$ cat src/rtl/wbs_pkg.sv
// Package: shared constants and helpers for the register slave.
// Assumes data widths are whole multiples of a byte.
package wbs_pkg;

    // Width of one byte lane.
    localparam int unsigned LANE_W = 8;

    // Default geometry of the register bank.
    localparam int unsigned DEF_DATA_W = 32;
    localparam int unsigned DEF_ADDR_W = 4;
    localparam int unsigned DEF_NREGS  = 4;

    // Transfer phase as seen by the acknowledge generator.
    typedef enum logic [1:0] {
        PH_IDLE = 2'b00,
        PH_WAIT = 2'b01,
        PH_DONE = 2'b10
    } xfer_phase_e;

endpackage

$ cat src/rtl/wbs_ack_gen.sv
// Module: acknowledge generator.
// Produces a registered acknowledge one edge after cycle and strobe are
// both seen high, masked by its own current value so it never holds for
// two cycles. Also flags the completing cycle for the write path.
// Assumes a single clock and a synchronous active-low reset.
module wbs_ack_gen
    import wbs_pkg::*;
(
    input  logic        clk_i,
    input  logic        rst_ni,
    input  logic        cyc_i,
    input  logic        stb_i,
    output logic        ack_o,
    output logic        done_o,
    output xfer_phase_e phase_o
);

    logic ack_q;
    logic req;

    // Request present on the bus.
    assign req = cyc_i & stb_i;

    // Registered acknowledge, masked by itself to give one-cycle pulses.
    always_ff @(posedge clk_i) begin
        if (!rst_ni) begin
            ack_q <= 1'b0;
        end else begin
            ack_q <= req & ~ack_q;
        end
    end

    // Transfer completes on the edge closing an acknowledged cycle.
    assign done_o = ack_q & req;
    assign ack_o  = ack_q;

    // Phase report for the read and write paths.
    always_comb begin
        if (ack_q)    phase_o = PH_DONE;
        else if (req) phase_o = PH_WAIT;
        else          phase_o = PH_IDLE;
    end

endmodule

$ cat src/rtl/wbs_addr_dec.sv
// Module: word address decoder.
// Turns the word address into a one-hot register select. Addresses beyond
// the bank give an all-zero select. Assumes NREGS <= 2**ADDR_W.
module wbs_addr_dec #(
    parameter int unsigned ADDR_W = 4,
    parameter int unsigned NREGS  = 4
) (
    input  logic [ADDR_W-1:0] adr_i,
    output logic [NREGS-1:0]  hit_o
);

    // One comparator per register.
    for (genvar i = 0; i < NREGS; i++) begin : g_cmp
        assign hit_o[i] = (adr_i == ADDR_W'(i));
    end

endmodule

$ cat src/rtl/wbs_reg_bank.sv
// Module: register storage with byte-lane writes.
// Each register is split into byte lanes. A lane loads only when the write
// strobe, its register select and its byte select are all high.
// Assumes a single clock and a synchronous active-low reset.
module wbs_reg_bank
    import wbs_pkg::*;
#(
    parameter int unsigned DATA_W = 32,
    parameter int unsigned NREGS  = 4
) (
    input  logic                          clk_i,
    input  logic                          rst_ni,
    input  logic                          wr_i,
    input  logic [NREGS-1:0]              hit_i,
    input  logic [DATA_W/LANE_W-1:0]      sel_i,
    input  logic [DATA_W-1:0]             dat_i,
    output logic [NREGS-1:0][DATA_W-1:0]  regs_o
);

    localparam int unsigned LANES = DATA_W / LANE_W;

    for (genvar r = 0; r < NREGS; r++) begin : g_reg
        for (genvar b = 0; b < LANES; b++) begin : g_lane
            logic [LANE_W-1:0] lane_q;

            // Load one byte lane of one register on a selected write.
            always_ff @(posedge clk_i) begin
                if (!rst_ni) begin
                    lane_q <= '0;
                end else if (wr_i && hit_i[r] && sel_i[b]) begin
                    lane_q <= dat_i[b*LANE_W +: LANE_W];
                end
            end

            assign regs_o[r][b*LANE_W +: LANE_W] = lane_q;
        end
    end

endmodule

$ cat src/rtl/wbs_read_mux.sv
// Module: read-data multiplexer.
// AND-OR selection of the addressed register, forced to zero unless the
// acknowledge is high. A zero select (unmapped address) reads as zero.
module wbs_read_mux #(
    parameter int unsigned DATA_W = 32,
    parameter int unsigned NREGS  = 4
) (
    input  logic                          ack_i,
    input  logic [NREGS-1:0]              hit_i,
    input  logic [NREGS-1:0][DATA_W-1:0]  regs_i,
    output logic [DATA_W-1:0]             dat_o
);

    // Gather the selected register, then gate by acknowledge.
    always_comb begin
        logic [DATA_W-1:0] acc;
        acc = '0;
        for (int i = 0; i < NREGS; i++) begin
            acc = acc | (regs_i[i] & {DATA_W{hit_i[i]}});
        end
        dat_o = ack_i ? acc : '0;
    end

endmodule

$ cat src/rtl/wbs_regbank.sv
// Module: top of the bus register slave.
// Answers each transfer after one wait state, writes on the acknowledged
// edge and drives read data only while acknowledging. Driven solely by the
// bus clock; reset is synchronous and active low.
module wbs_regbank
    import wbs_pkg::*;
#(
    parameter int unsigned DATA_W = DEF_DATA_W,
    parameter int unsigned ADDR_W = DEF_ADDR_W,
    parameter int unsigned NREGS  = DEF_NREGS
) (
    input  logic                       clk_i,
    input  logic                       rst_ni,
    input  logic                       cyc_i,
    input  logic                       stb_i,
    input  logic                       we_i,
    input  logic [ADDR_W-1:0]          adr_i,
    input  logic [DATA_W-1:0]          dat_i,
    input  logic [DATA_W/LANE_W-1:0]   sel_i,
    output logic [DATA_W-1:0]          dat_o,
    output logic                       ack_o
);

    logic                         ack;
    logic                         done;
    xfer_phase_e                  phase;
    logic [NREGS-1:0]             hit;
    logic [NREGS-1:0][DATA_W-1:0] regs;
    logic                         wr;

    // Acknowledge timing.
    wbs_ack_gen u_ack (
        .clk_i   (clk_i),
        .rst_ni  (rst_ni),
        .cyc_i   (cyc_i),
        .stb_i   (stb_i),
        .ack_o   (ack),
        .done_o  (done),
        .phase_o (phase)
    );

    // Address decode.
    wbs_addr_dec #(.ADDR_W(ADDR_W), .NREGS(NREGS)) u_dec (
        .adr_i (adr_i),
        .hit_o (hit)
    );

    // Write only in the completing cycle of a write transfer.
    assign wr = done & we_i & (phase == PH_DONE);

    // Storage.
    wbs_reg_bank #(.DATA_W(DATA_W), .NREGS(NREGS)) u_bank (
        .clk_i  (clk_i),
        .rst_ni (rst_ni),
        .wr_i   (wr),
        .hit_i  (hit),
        .sel_i  (sel_i),
        .dat_i  (dat_i),
        .regs_o (regs)
    );

    // Read path.
    wbs_read_mux #(.DATA_W(DATA_W), .NREGS(NREGS)) u_rd (
        .ack_i  (ack),
        .hit_i  (hit),
        .regs_i (regs),
        .dat_o  (dat_o)
    );

    assign ack_o = ack;

endmodule

$ cat config.mk
export PLATFORM = sky130hd
export DESIGN_NAME = wbs_regbank
export DESIGN_NICKNAME = d
export VERILOG_FILES = /design/src/rtl/wbs_pkg.sv /design/src/rtl/wbs_ack_gen.sv /design/src/rtl/wbs_addr_dec.sv /design/src/rtl/wbs_reg_bank.sv /design/src/rtl/wbs_read_mux.sv /design/src/rtl/wbs_regbank.sv
export SDC_FILE = /design/constraint.sdc
export NUM_CORES = 1
export LEC_CHECK = 0
export BUFFER_PORTS_ARGS = -buffer_cell sky130_fd_sc_hd__buf_2
export CELL_PAD_IN_SITES_DETAIL_PLACEMENT = 1
export CELL_PAD_IN_SITES_GLOBAL_PLACEMENT = 1
export CORE_ASPECT_RATIO = 1.1
export CORE_MARGIN = 4
export CORE_UTILIZATION = 40
export CTS_CLUSTER_DIAMETER = 100
export CTS_CLUSTER_SIZE = 14
export DETAILED_ROUTE_END_ITERATION = 8
export GPL_ROUTABILITY_DRIVEN = 1
export GPL_TIMING_DRIVEN = 0
export MAX_ROUTING_LAYER = met4
export PLACE_DENSITY = 0.72
export SLEW_MARGIN = 20
export SYNTH_ARGS = -nofsm -noshare
export SYNTH_HDL_FRONTEND = slang
export SYNTH_SLANG_ARGS = --single-unit
$ cat constraint.sdc
create_clock -name clk_i -period 1.65 [get_ports clk_i]
set_input_delay 0.33 -clock clk_i [delete_from_list [all_inputs] [get_ports clk_i]]
set_output_delay 0.33 -clock clk_i [all_outputs]
set_load 0.02 [all_outputs]
==> impl_metrics.prom, run 1 <==
# TYPE chip_impl_metric gauge
chip_impl_metric{name="die_h",unit="um"} 134
chip_impl_metric{name="pint",unit="mW"} 5.52
chip_impl_metric{name="avgViaCountPerCell",unit=""} 5.30
chip_impl_info{name="critical_setup_path_class",value="reg -> out"} 1
chip_impl_metric{name="post-route-worst-setup-slack",unit="ns"} -0.440
chip_impl_info{name="dominant_combinational_cell_family_by_area_after_synthesis",value="multiplexers"} 1
chip_impl_info{name="status",value="finished with violations"} 1
chip_impl_metric{name="synth-compound-area-share",unit="%"} 5.97
chip_impl_metric{name="yosys.cell_types.count",unit=""} 20
chip_impl_metric{name="worst_case_headroom_to_the_max_slew_limit",unit="%"} 52.6
chip_impl_metric{name="groute.usage.overall",unit="%"} 21.8
chip_impl_metric{name="placedCellCount",unit=""} 841
chip_impl_metric{name="boundaryPins",unit=""} 78
chip_impl_metric{name="initial_core_utilization",unit="%"} 41.3
chip_impl_metric{name="post-route-period-util",unit="%"} 127
chip_impl_metric{name="clk_latency",unit="ns"} 0.41
chip_impl_info{name="clock_tree.root_cell",value="clkbuf_16"} 1
chip_impl_metric{name="net-switching-power",unit="mW"} 1.53
chip_impl_info{name="critPathSlowestCell",value="dfxtp_4"} 1
chip_impl_metric{name="synth-adder-area-share",unit="%"} 0
chip_impl_metric{name="detailedPlacementHpwl",unit="um"} 11800
chip_impl_metric{name="finalCoreUtilization",unit="%"} 52.7
chip_impl_metric{name="xor_xnor_share_of_the_synthesized_area",unit="%"} 0
chip_impl_metric{name="critical_path.max_fanout",unit=""} 10
chip_impl_metric{name="synthSimpleGateAreaFrac",unit="%"} 17.7
chip_impl_metric{name="sw_frac_of_total",unit="%"} 21.7
chip_impl_metric{name="syn_area_per_cell",unit="um2"} 9.98
chip_impl_info{name="hold_path.class",value="in -> reg"} 1
chip_impl_metric{name="syn_nets",unit=""} 622
chip_impl_metric{name="worst-path-buf-inv",unit=""} 3
chip_impl_metric{name="wl_per_cell",unit="um"} 19.2
chip_impl_metric{name="die_width",unit="um"} 122
chip_impl_metric{name="report.final.hold_viol_count",unit=""} 0
chip_impl_metric{name="synth_area",unit="mm2"} 0.00576
chip_impl_metric{name="route.detailed.drc",unit=""} 0
chip_impl_metric{name="finalCriticalPeriod",unit="ns"} 2.09
chip_impl_metric{name="worst_ep_required_time",unit="ns"} 1.32
chip_impl_metric{name="seq_power_share",unit="%"} 44.3
chip_impl_metric{name="pwr_density_cell",unit="mW/mm2"} 958
chip_impl_metric{name="area_delta_synth_final",unit="%"} 27.6
chip_impl_metric{name="cts_hold_buffers",unit=""} 0
chip_impl_info{name="synth_top_area_cell",value="dfxtp_1"} 1
chip_impl_metric{name="place.gp.congestion",unit=""} 0.772
chip_impl_metric{name="synth-seq-area-share",unit="%"} 44.8
chip_impl_metric{name="ys_ff_latch",unit=""} 129
chip_impl_metric{name="ys.warnings.count",unit=""} 0
chip_impl_metric{name="cts_made_buffers",unit=""} 17
chip_impl_metric{name="port_buffers",unit=""} 76
chip_impl_metric{name="design.final.nets",unit=""} 719
chip_impl_metric{name="finalClockSkew",unit="ns"} 0.00463
chip_impl_info{name="setup.worst_path.start_class",value="flip-flop"} 1
chip_impl_metric{name="worstPathArrival",unit="ns"} 1.76
chip_impl_metric{name="syn_inst",unit=""} 577
chip_impl_metric{name="cts.path.max_buffers",unit=""} 2
chip_impl_metric{name="post_synth_mux_area_share",unit="%"} 27.8
chip_impl_metric{name="detailedRoute.firstIterationViolations",unit=""} 180
chip_impl_metric{name="final.fill_count",unit=""} 1593
chip_impl_metric{name="clock_sinks",unit=""} 129
chip_impl_metric{name="global_route_wire_length_before_repair",unit="um"} 26600
chip_impl_metric{name="detail_route.first_pass.iterations",unit=""} 4
chip_impl_metric{name="design.die.area",unit="mm2"} 0.0164
chip_impl_metric{name="clkPwrFrac",unit="%"} 51.0
chip_impl_metric{name="vdd_drop_max",unit="V"} 0.000545
chip_impl_metric{name="detailroute.via_count",unit=""} 4634
chip_impl_metric{name="num_antenna_cells",unit=""} 0
chip_impl_info{name="synth.area.top_cells",value="dfxtp_1, mux2i_1, nand2_1"} 1
chip_impl_metric{name="grt_max_degree",unit=""} 17
chip_impl_metric{name="finalNonFillerCells",unit=""} 874
chip_impl_metric{name="gr-total-overflow",unit=""} 0
chip_impl_info{name="violations",value="negative setup slack"} 1
chip_impl_metric{name="worstMarginPinSlew",unit="ns"} 0.712
chip_impl_metric{name="finalWirelength",unit="um"} 16800
chip_impl_metric{name="yosys.area.top_type_share",unit="%"} 44.8
chip_impl_metric{name="total_leakage_power",unit="nW"} 3.63
chip_impl_metric{name="grt_pass1_vias",unit=""} 5137
chip_impl_info{name="critical_path.endpoint_type",value="output pin"} 1
chip_impl_metric{name="final_max_slew_viol_count",unit=""} 0
chip_impl_metric{name="worst_setup_hold_path_clk_slew",unit="ns"} 0.05
chip_impl_info{name="critPathTopFamily",value="buffers and inverters"} 1
chip_impl_metric{name="max_clock_freq",unit="MHz"} 479
chip_impl_metric{name="maxCapViolations",unit=""} 0
chip_impl_metric{name="setup_viol",unit=""} 32
chip_impl_metric{name="fin_hold_ws",unit="ns"} 0.221
chip_impl_metric{name="htree_levels",unit=""} 4
chip_impl_info{name="critical_path.cell_chain",value="and4b_1 -> buf_8 -> buf_12 -> a221o_2 -> buf_6"} 1
chip_impl_metric{name="drive_above_1_share",unit="%"} 25.5
chip_impl_metric{name="grt_antenna_before_repair",unit=""} 0
chip_impl_metric{name="drtAntennaViolNets",unit=""} 0
chip_impl_info{name="rsz0062_at_grt",value="true"} 1
chip_impl_info{name="tritoncts",value="done"} 1
chip_impl_metric{name="design.core.area",unit="mm2"} 0.0140
chip_impl_metric{name="fp-row-count",unit=""} 45
chip_impl_metric{name="power.share.combinational",unit="%"} 4.7
chip_impl_metric{name="critPathMaxStageDelay",unit="ns"} 0.36
## per-layer routing
metal / share of wire [%] / global-route usage (%)
met5: 0 / -
met4: 1.8 / 9.15
met3: 3.1 / 3.58
met2: 52 / 37.8
met1: 43 / 24.7
## stage by stage
step	power (mW)	worst slack, ns	area [um2]	TNS, ns
global placement	3.49	-0.386	6400	-28.71
global route	7.28	-0.477	7350	-14.38
finish	7.05	-0.440	7350	-12.97
detailed placement	3.50	-0.386	6400	-34.00
CTS	7.10	-0.477	7130	-14.00
floorplan	3.35	0.00418	5780	0
## synth_stat cells, drive strengths merged
master,instances
mux2i,160
nand2,160
dfxtp,129
nor2,34
a221o,32
clkbuf,19
buf,18
nand3,16
and4b,2
nor4b,2
and3,1
and4,1
and4bb,1
nand4bb,1
nor4,1
## registers in the layout, indices dropped and copies added, names as in the netlist
name / count
u_bank.g.g_lane.lane_q: 128
u_ack.ack_o: 1
## worst reg2reg max path, cell delays in order, from the launching register on
cell	delay [ns]
dfxtp_4	0.37
buf_4	0.11
and4_1	0.22
buf_6	0.18
buf_12	0.15
nand3_4	0.20
mux2i_2	0.23
## path summary, 6_finish.rpt
kind	start	to	slack [ns]	cells past startpoint
setup / recovery	u_ack.ack_o$_SDFF_PN0_	dat_o[23]	-0.44	5
hold / removal	stb_i	u_ack.ack_o$_SDFF_PN0_	0.22	2
setup reg to reg	u_ack.ack_o$_SDFF_PN0_	u_bank.g_reg[1].g_lane[3].lane_q[3]$_SDFFE_PN0P_	0.07	6
hold reg to reg	u_bank.g_reg[2].g_lane[3].lane_q[0]$_SDFFE_PN0P_	u_bank.g_reg[2].g_lane[3].lane_q[0]$_SDFFE_PN0P_	0.46	2
## layout make-up
cell class / count / area (um2) / share of cell area (%)
plain buffers: 37 / 320 / 4.36
multi-input cells: 411 / 3050 / 41.4
clock buffers: 26 / 519 / 7.06
flip-flops and latches: 129 / 2590 / 35.2
clock inverters: 5 / 50.0 / 0.681
well taps: 188 / 235 / 3.20
repair buffers: 78 / 594 / 8.08
## what timing repair did
| action | 4_1_cts | 5_1_grt |
|---|---|---|
| buffers inserted | 0 | 1 |
| pin swaps | 0 | 11 |
| gates resized for setup | 40 | 67 |
| setup endpoints to repair | 112 | 68 |
| gates cloned | 0 | 1 |
## power groups by stage
stage / combinational [mW] / sequential [mW] / clock (mW)
final: 0.332 / 3.12 / 3.59
after global routing: 0.362 / 3.12 / 3.80
after CTS: 0.329 / 3.12 / 3.65
after detailed placement: 0.315 / 3.19 / 0
after global placement: 0.306 / 3.19 / 0
after floorplan: 0.161 / 3.19 / 0
## cells in the final DEF, fill, tap and decap left out, types with 2 or more instances in the layout
| cell | synthesis | layout |
|---|---|---|
| nand3_4 | 0 | 10 |
| dfxtp_1 | 129 | 128 |
| nand2_1 | 160 | 160 |
| nor2_1 | 33 | 33 |
| buf_4 | 3 | 5 |
| buf_6 | 7 | 36 |
| and4b_1 | 2 | 2 |
| clkbuf_16 | 0 | 18 |
| clkbuf_8 | 0 | 6 |
| buf_12 | 0 | 5 |
| buf_2 | 8 | 48 |
| clkbuf_1 | 18 | 14 |
| buf_8 | 0 | 2 |
| a221o_1 | 13 | 13 |
| clkbuf_2 | 1 | 7 |
| a221o_2 | 19 | 19 |
| nor4b_4 | 2 | 2 |
| clkinv_2 | 0 | 4 |
| nand3_2 | 16 | 6 |
| mux2i_1 | 160 | 159 |
## logic make-up after synthesis
group	count (synthesis)
AOI/OAI and AO/OA	32
buffers and inverters	37
DFF	129
muxes	160
and+or+nand+nor	219
(Power assumes the default switching activity.)
==> inputs of run 2 (changes only) <==
Settings changed: SKIP_LAST_GASP set to 1.
==> impl_metrics.prom, run 2 (synthesis gave the netlist of run 1 again) <==
# TYPE chip_impl_metric gauge
chip_impl_metric{name="worst_setup_hold_path_clk_slew",unit="ns"} 0.05
chip_impl_metric{name="max_clock_freq",unit="MHz"} 476
chip_impl_metric{name="drive_above_1_share",unit="%"} 25.2
chip_impl_metric{name="worstPathArrival",unit="ns"} 1.77
chip_impl_metric{name="final_max_slew_viol_count",unit=""} 0
chip_impl_info{name="status",value="finished with violations"} 1
chip_impl_info{name="critical_path.endpoint_type",value="output pin"} 1
chip_impl_info{name="critical_setup_path_class",value="reg -> out"} 1
chip_impl_metric{name="maxCapViolations",unit=""} 0
chip_impl_info{name="clock_tree.root_cell",value="clkbuf_16"} 1
chip_impl_metric{name="detailroute.via_count",unit=""} 4646
chip_impl_metric{name="clkPwrFrac",unit="%"} 51.0
chip_impl_metric{name="sw_frac_of_total",unit="%"} 21.7
chip_impl_metric{name="total_leakage_power",unit="nW"} 3.63
chip_impl_metric{name="fin_tns_setup",unit="ns"} -13.18
chip_impl_metric{name="port_buffers",unit=""} 76
chip_impl_metric{name="clk_latency",unit="ns"} 0.42
chip_impl_metric{name="final_cell_area",unit="mm2"} 0.00736
chip_impl_metric{name="worst_case_headroom_to_the_max_slew_limit",unit="%"} 52.3
chip_impl_metric{name="num_antenna_cells",unit=""} 0
chip_impl_metric{name="pwr_density_cell",unit="mW/mm2"} 957
chip_impl_metric{name="clock_sinks",unit=""} 129
chip_impl_metric{name="fp-row-count",unit=""} 45
chip_impl_metric{name="gr-total-overflow",unit=""} 0
chip_impl_metric{name="wl_per_cell",unit="um"} 19.4
chip_impl_metric{name="cts.path.max_buffers",unit=""} 2
chip_impl_metric{name="drtAntennaViolNets",unit=""} 0
chip_impl_metric{name="die_width",unit="um"} 122
chip_impl_metric{name="htree_levels",unit=""} 4
chip_impl_info{name="violations",value="negative setup slack"} 1
chip_impl_metric{name="initial_core_utilization",unit="%"} 41.3
chip_impl_metric{name="finalWirelength",unit="um"} 16900
chip_impl_metric{name="groute.usage.overall",unit="%"} 21.8
chip_impl_metric{name="grt_max_degree",unit=""} 17
chip_impl_info{name="setup.worst_path.start_class",value="flip-flop"} 1
chip_impl_metric{name="route.detailed.drc",unit=""} 0
chip_impl_metric{name="post-route-worst-setup-slack",unit="ns"} -0.450
chip_impl_info{name="layout_commonest_cell",value="nand2_1"} 1
chip_impl_metric{name="critical_path.max_fanout",unit=""} 10
chip_impl_info{name="tritoncts",value="done"} 1
chip_impl_metric{name="area_delta_synth_final",unit="%"} 27.8
chip_impl_metric{name="boundaryPins",unit=""} 78
chip_impl_metric{name="detailedRoute.firstIterationViolations",unit=""} 167
chip_impl_metric{name="largest_register_ff_count",unit=""} 128
chip_impl_metric{name="power.share.combinational",unit="%"} 4.7
chip_impl_metric{name="vdd_drop_max",unit="V"} 0.000544
chip_impl_info{name="largest-register",value="u_bank.g.g_lane.lane_q"} 1
chip_impl_metric{name="design.core.area",unit="mm2"} 0.0140
chip_impl_metric{name="design.die.area",unit="mm2"} 0.0164
chip_impl_metric{name="post-route-period-util",unit="%"} 127
chip_impl_metric{name="finalPower",unit="mW"} 7.04
chip_impl_metric{name="seq_power_share",unit="%"} 44.3
chip_impl_metric{name="place.gp.congestion",unit=""} 0.772
chip_impl_metric{name="detail_route.first_pass.iterations",unit=""} 4
chip_impl_info{name="hold_path.class",value="in -> reg"} 1
chip_impl_metric{name="detailedPlacementHpwl",unit="um"} 11800
chip_impl_metric{name="cts_made_buffers",unit=""} 17
chip_impl_metric{name="global_route_wire_length_before_repair",unit="um"} 26500
chip_impl_metric{name="report.final.hold_viol_count",unit=""} 0
chip_impl_info{name="rsz0062_at_grt",value="true"} 1
chip_impl_metric{name="pint",unit="mW"} 5.52
chip_impl_metric{name="worstMarginPinSlew",unit="ns"} 0.716
chip_impl_metric{name="design.final.nets",unit=""} 719
chip_impl_metric{name="net-switching-power",unit="mW"} 1.53
chip_impl_metric{name="postPlaceCellArea",unit="mm2"} 0.00640
chip_impl_metric{name="setup_viol",unit=""} 32
chip_impl_metric{name="avgViaCountPerCell",unit=""} 5.32
chip_impl_metric{name="grt_antenna_before_repair",unit=""} 0
chip_impl_metric{name="cts_hold_buffers",unit=""} 0
chip_impl_metric{name="finalClockSkew",unit="ns"} 0.00597
chip_impl_info{name="final_cell_mix",value="nand2_1, mux2i_1, dfxtp_1"} 1
chip_impl_metric{name="finalCriticalPeriod",unit="ns"} 2.10
chip_impl_metric{name="fin_hold_ws",unit="ns"} 0.214
chip_impl_metric{name="die_h",unit="um"} 134
chip_impl_metric{name="grt_pass1_vias",unit=""} 5124
chip_impl_metric{name="worst_ep_required_time",unit="ns"} 1.32
## run 2: final cells by class
type / count / area [um2]
Buffer: 37 / 319
Clock buffer: 26 / 519
Clock inverter: 5 / 50.0
Fill cell: 1588 / 6600
Multi-Input combinational cell: 411 / 3040
Sequential cell: 129 / 2590
Tap cell: 188 / 235
Timing Repair Buffer: 78 / 607
## run 2: worst paths after layout
kind                                                                         end  cells past startpoint                                             start  slack (ns)
worst min-delay path                                      u_ack.ack_o$_SDFF_PN0_                      2                                             stb_i        0.21
worst max register to register  u_bank.g_reg[1].g_lane[3].lane_q[3]$_SDFFE_PN0P_                      6                            u_ack.ack_o$_SDFF_PN0_        0.06
worst min register to register  u_bank.g_reg[2].g_lane[3].lane_q[0]$_SDFFE_PN0P_                      2  u_bank.g_reg[2].g_lane[3].lane_q[0]$_SDFFE_PN0P_        0.46
worst max-delay path                                                   dat_o[23]                      5                            u_ack.ack_o$_SDFF_PN0_       -0.45
## run 2: critical path, stage by stage (launching register included)
cell	delay (ns)
dfxtp_4	0.36
and4b_1	0.20
buf_8	0.15
buf_12	0.14
a221o_2	0.36
buf_6	0.14
## run 2: repair_timing
item | 4_1_cts | 5_1_grt
pin swaps | 0 | 23
gates cloned | 0 | 1
resized for setup | 39 | 69
endpoints found under the setup margin | 112 | 124
setup buffers | 0 | 1
## run 2: power groups by stage
stage                     combinational (mW)  sequential (mW)  clock, mW
after detailed placement               0.315             3.19          0
after global routing                   0.361             3.12       3.79
after floorplan                        0.161             3.19          0
final                                  0.332             3.12       3.59
after global placement                 0.306             3.19          0
after CTS                              0.328             3.12       3.65
## run 2: stage by stage
step / setup WS, ns / cells / utilization (%)
6_report: -0.450 / 874 / 52.7
3_3_place_gp: -0.386 / 841 / 45.8
5_1_grt: -0.478 / 874 / 52.7
3_5_place_dp: -0.386 / 841 / 45.8
4_1_cts: -0.477 / 872 / 51.1
2_1_floorplan: 0.00418 / 577 / -
## run 2: layer usage
layer  track usage (%)  share of wire [%]  routed length [um]  vias up
li1                  -                  -                   -     2211
met1              24.7                 42                7170     2319
met2              37.8                 52                8850       87
met3              3.54                3.4                 573       29
met4              8.90                1.9                 326        0
met5                 -                  0                   0        -
==> inputs of run 3 (changes only) <==
Settings changed: TNS_END_PERCENT set to 20.
==> impl_metrics.prom, run 3 (synthesis gave the netlist of run 1 again) <==
# TYPE chip_impl_metric gauge
chip_impl_metric{name="grt_pass1_vias",unit=""} 5093
chip_impl_metric{name="design.die.area",unit="mm2"} 0.0164
chip_impl_info{name="final_cell_mix",value="mux2i_1, nand2_1, dfxtp_1"} 1
chip_impl_info{name="clock_tree.root_cell",value="clkbuf_16"} 1
chip_impl_metric{name="boundaryPins",unit=""} 78
chip_impl_info{name="critical_path.endpoint_type",value="output pin"} 1
chip_impl_info{name="critical_setup_path_class",value="reg -> out"} 1
chip_impl_metric{name="avgViaCountPerCell",unit=""} 5.30
chip_impl_metric{name="detailroute.via_count",unit=""} 4624
chip_impl_info{name="rsz0062_at_grt",value="true"} 1
chip_impl_metric{name="clk_latency",unit="ns"} 0.42
chip_impl_metric{name="postPlaceCellArea",unit="mm2"} 0.00640
chip_impl_metric{name="total_leakage_power",unit="nW"} 3.60
chip_impl_metric{name="drtAntennaViolNets",unit=""} 0
chip_impl_metric{name="worst_case_headroom_to_the_max_slew_limit",unit="%"} 53.5
chip_impl_metric{name="num_antenna_cells",unit=""} 0
chip_impl_metric{name="worst_setup_hold_path_clk_slew",unit="ns"} 0.05
chip_impl_metric{name="final.fill_count",unit=""} 1598
chip_impl_metric{name="design.core.area",unit="mm2"} 0.0140
chip_impl_metric{name="place.gp.congestion",unit=""} 0.772
chip_impl_metric{name="drive_above_1_share",unit="%"} 24.1
chip_impl_metric{name="wl_per_cell",unit="um"} 19.2
chip_impl_metric{name="final_max_slew_viol_count",unit=""} 0
chip_impl_metric{name="port_buffers",unit=""} 76
chip_impl_metric{name="cts_hold_buffers",unit=""} 0
chip_impl_metric{name="report.final.hold_viol_count",unit=""} 0
chip_impl_metric{name="die_h",unit="um"} 134
chip_impl_metric{name="cts_made_buffers",unit=""} 17
chip_impl_metric{name="vdd_drop_max",unit="V"} 0.000496
chip_impl_metric{name="cts.path.max_buffers",unit=""} 2
chip_impl_metric{name="fin_tns_setup",unit="ns"} -19.93
chip_impl_metric{name="maxCapViolations",unit=""} 0
chip_impl_metric{name="finalCoreUtilization",unit="%"} 51.6
chip_impl_metric{name="grt_antenna_before_repair",unit=""} 0
chip_impl_metric{name="finalNonFillerCells",unit=""} 873
chip_impl_metric{name="finalWirelength",unit="um"} 16700
chip_impl_metric{name="initial_core_utilization",unit="%"} 41.3
chip_impl_metric{name="setup_viol",unit=""} 112
chip_impl_metric{name="placedCellCount",unit=""} 841
chip_impl_metric{name="global_route_wire_length_before_repair",unit="um"} 26300
chip_impl_metric{name="fin_hold_ws",unit="ns"} 0.218
chip_impl_info{name="tritoncts",value="done"} 1
chip_impl_metric{name="detail_route.first_pass.iterations",unit=""} 4
chip_impl_metric{name="gr-total-overflow",unit=""} 0
chip_impl_metric{name="finalClockSkew",unit="ns"} 0.00514
chip_impl_info{name="setup.worst_path.start_class",value="flip-flop"} 1
chip_impl_metric{name="fp-row-count",unit=""} 45
chip_impl_metric{name="largest_register_ff_count",unit=""} 128
chip_impl_metric{name="design.final.nets",unit=""} 718
chip_impl_metric{name="detailedPlacementHpwl",unit="um"} 11800
chip_impl_metric{name="post-route-worst-setup-slack",unit="ns"} -0.445
chip_impl_metric{name="grt_max_degree",unit=""} 17
chip_impl_metric{name="route.detailed.drc",unit=""} 0
chip_impl_metric{name="post-route-period-util",unit="%"} 127
chip_impl_metric{name="max_clock_freq",unit="MHz"} 477
chip_impl_metric{name="worstMarginPinSlew",unit="ns"} 0.697
chip_impl_info{name="largest-register",value="u_bank.g.g_lane.lane_q"} 1
chip_impl_info{name="violations",value="negative setup slack"} 1
chip_impl_info{name="hold_path.class",value="in -> reg"} 1
chip_impl_info{name="status",value="finished with violations"} 1
chip_impl_metric{name="worst_ep_required_time",unit="ns"} 1.32
chip_impl_metric{name="critical_path.max_fanout",unit=""} 10
chip_impl_metric{name="detailedRoute.firstIterationViolations",unit=""} 226
chip_impl_metric{name="pwr_density_cell",unit="mW/mm2"} 974
chip_impl_metric{name="area_delta_synth_final",unit="%"} 25.1
chip_impl_metric{name="worstPathArrival",unit="ns"} 1.76
chip_impl_metric{name="die_width",unit="um"} 122
chip_impl_metric{name="finalCriticalPeriod",unit="ns"} 2.09
chip_impl_metric{name="groute.usage.overall",unit="%"} 21.6
chip_impl_metric{name="final_cell_area",unit="mm2"} 0.00721
chip_impl_metric{name="clock_sinks",unit=""} 129
chip_impl_metric{name="htree_levels",unit=""} 4
[run 3: cell type report]
type | count | area [um2] | share of cell area [%]
buffer | 37 | 307 | 4.25
multi-input combinational | 411 | 2960 | 41.1
clock buffer | 26 | 519 | 7.21
sequential | 129 | 2590 | 35.9
clock inverter | 5 | 50.0 | 0.695
tap | 188 | 235 | 3.26
timing repair buffer | 77 | 544 | 7.55
[run 3: power by group]
group	leakage [nW]	internal, mW	switching, mW
Sequential	1.04	3.12	0.00200
Combinational	2.28	0.101	0.217
Clock	0.286	2.29	1.29
Total	3.60	5.51	1.51
[run 3: critical path: stages (launching register included)]
cell	delay, ns
dfxtp_4	0.36
and4b_1	0.19
buf_8	0.14
buf_12	0.14
a221o_2	0.36
buf_6	0.14
[run 3: path summary, 6_finish.rpt]
path | depth (start not counted) | slack, ns | from | endpoint
setup / recovery | 5 | -0.44 | u_ack.ack_o$_SDFF_PN0_ | dat_o[23]
hold / removal | 2 | 0.22 | stb_i | u_ack.ack_o$_SDFF_PN0_
hold reg to reg | 2 | 0.46 | u_bank.g_reg[2].g_lane[0].lane_q[2]$_SDFFE_PN0P_ | u_bank.g_reg[2].g_lane[0].lane_q[2]$_SDFFE_PN0P_
setup reg to reg | 6 | -0.15 | u_ack.ack_o$_SDFF_PN0_ | u_bank.g_reg[1].g_lane[3].lane_q[2]$_SDFFE_PN0P_
[run 3: stage by stage]
step	total power, mW	worst slack [ns]
2_1_floorplan	3.35	0.00418
3_3_place_gp	3.49	-0.386
3_5_place_dp	3.50	-0.386
4_1_cts	7.09	-0.477
5_1_grt	7.26	-0.467
6_report	7.02	-0.445
[run 3: routing by layer]
metal  wire [um]  track usage (%)  vias up
met1        7190             24.7     2304
met3         484             3.50       22
met2        8830             37.5       89
li1            -                -     2209
met5           0                -        -
met4         239             8.65        0
[run 3: what timing repair did]
item / in CTS / in global routing
gates resized for setup: 29 / 43
endpoints found under the setup margin: 112 / 125
buffers inserted: 0 / 1
pin swaps: 0 / 17
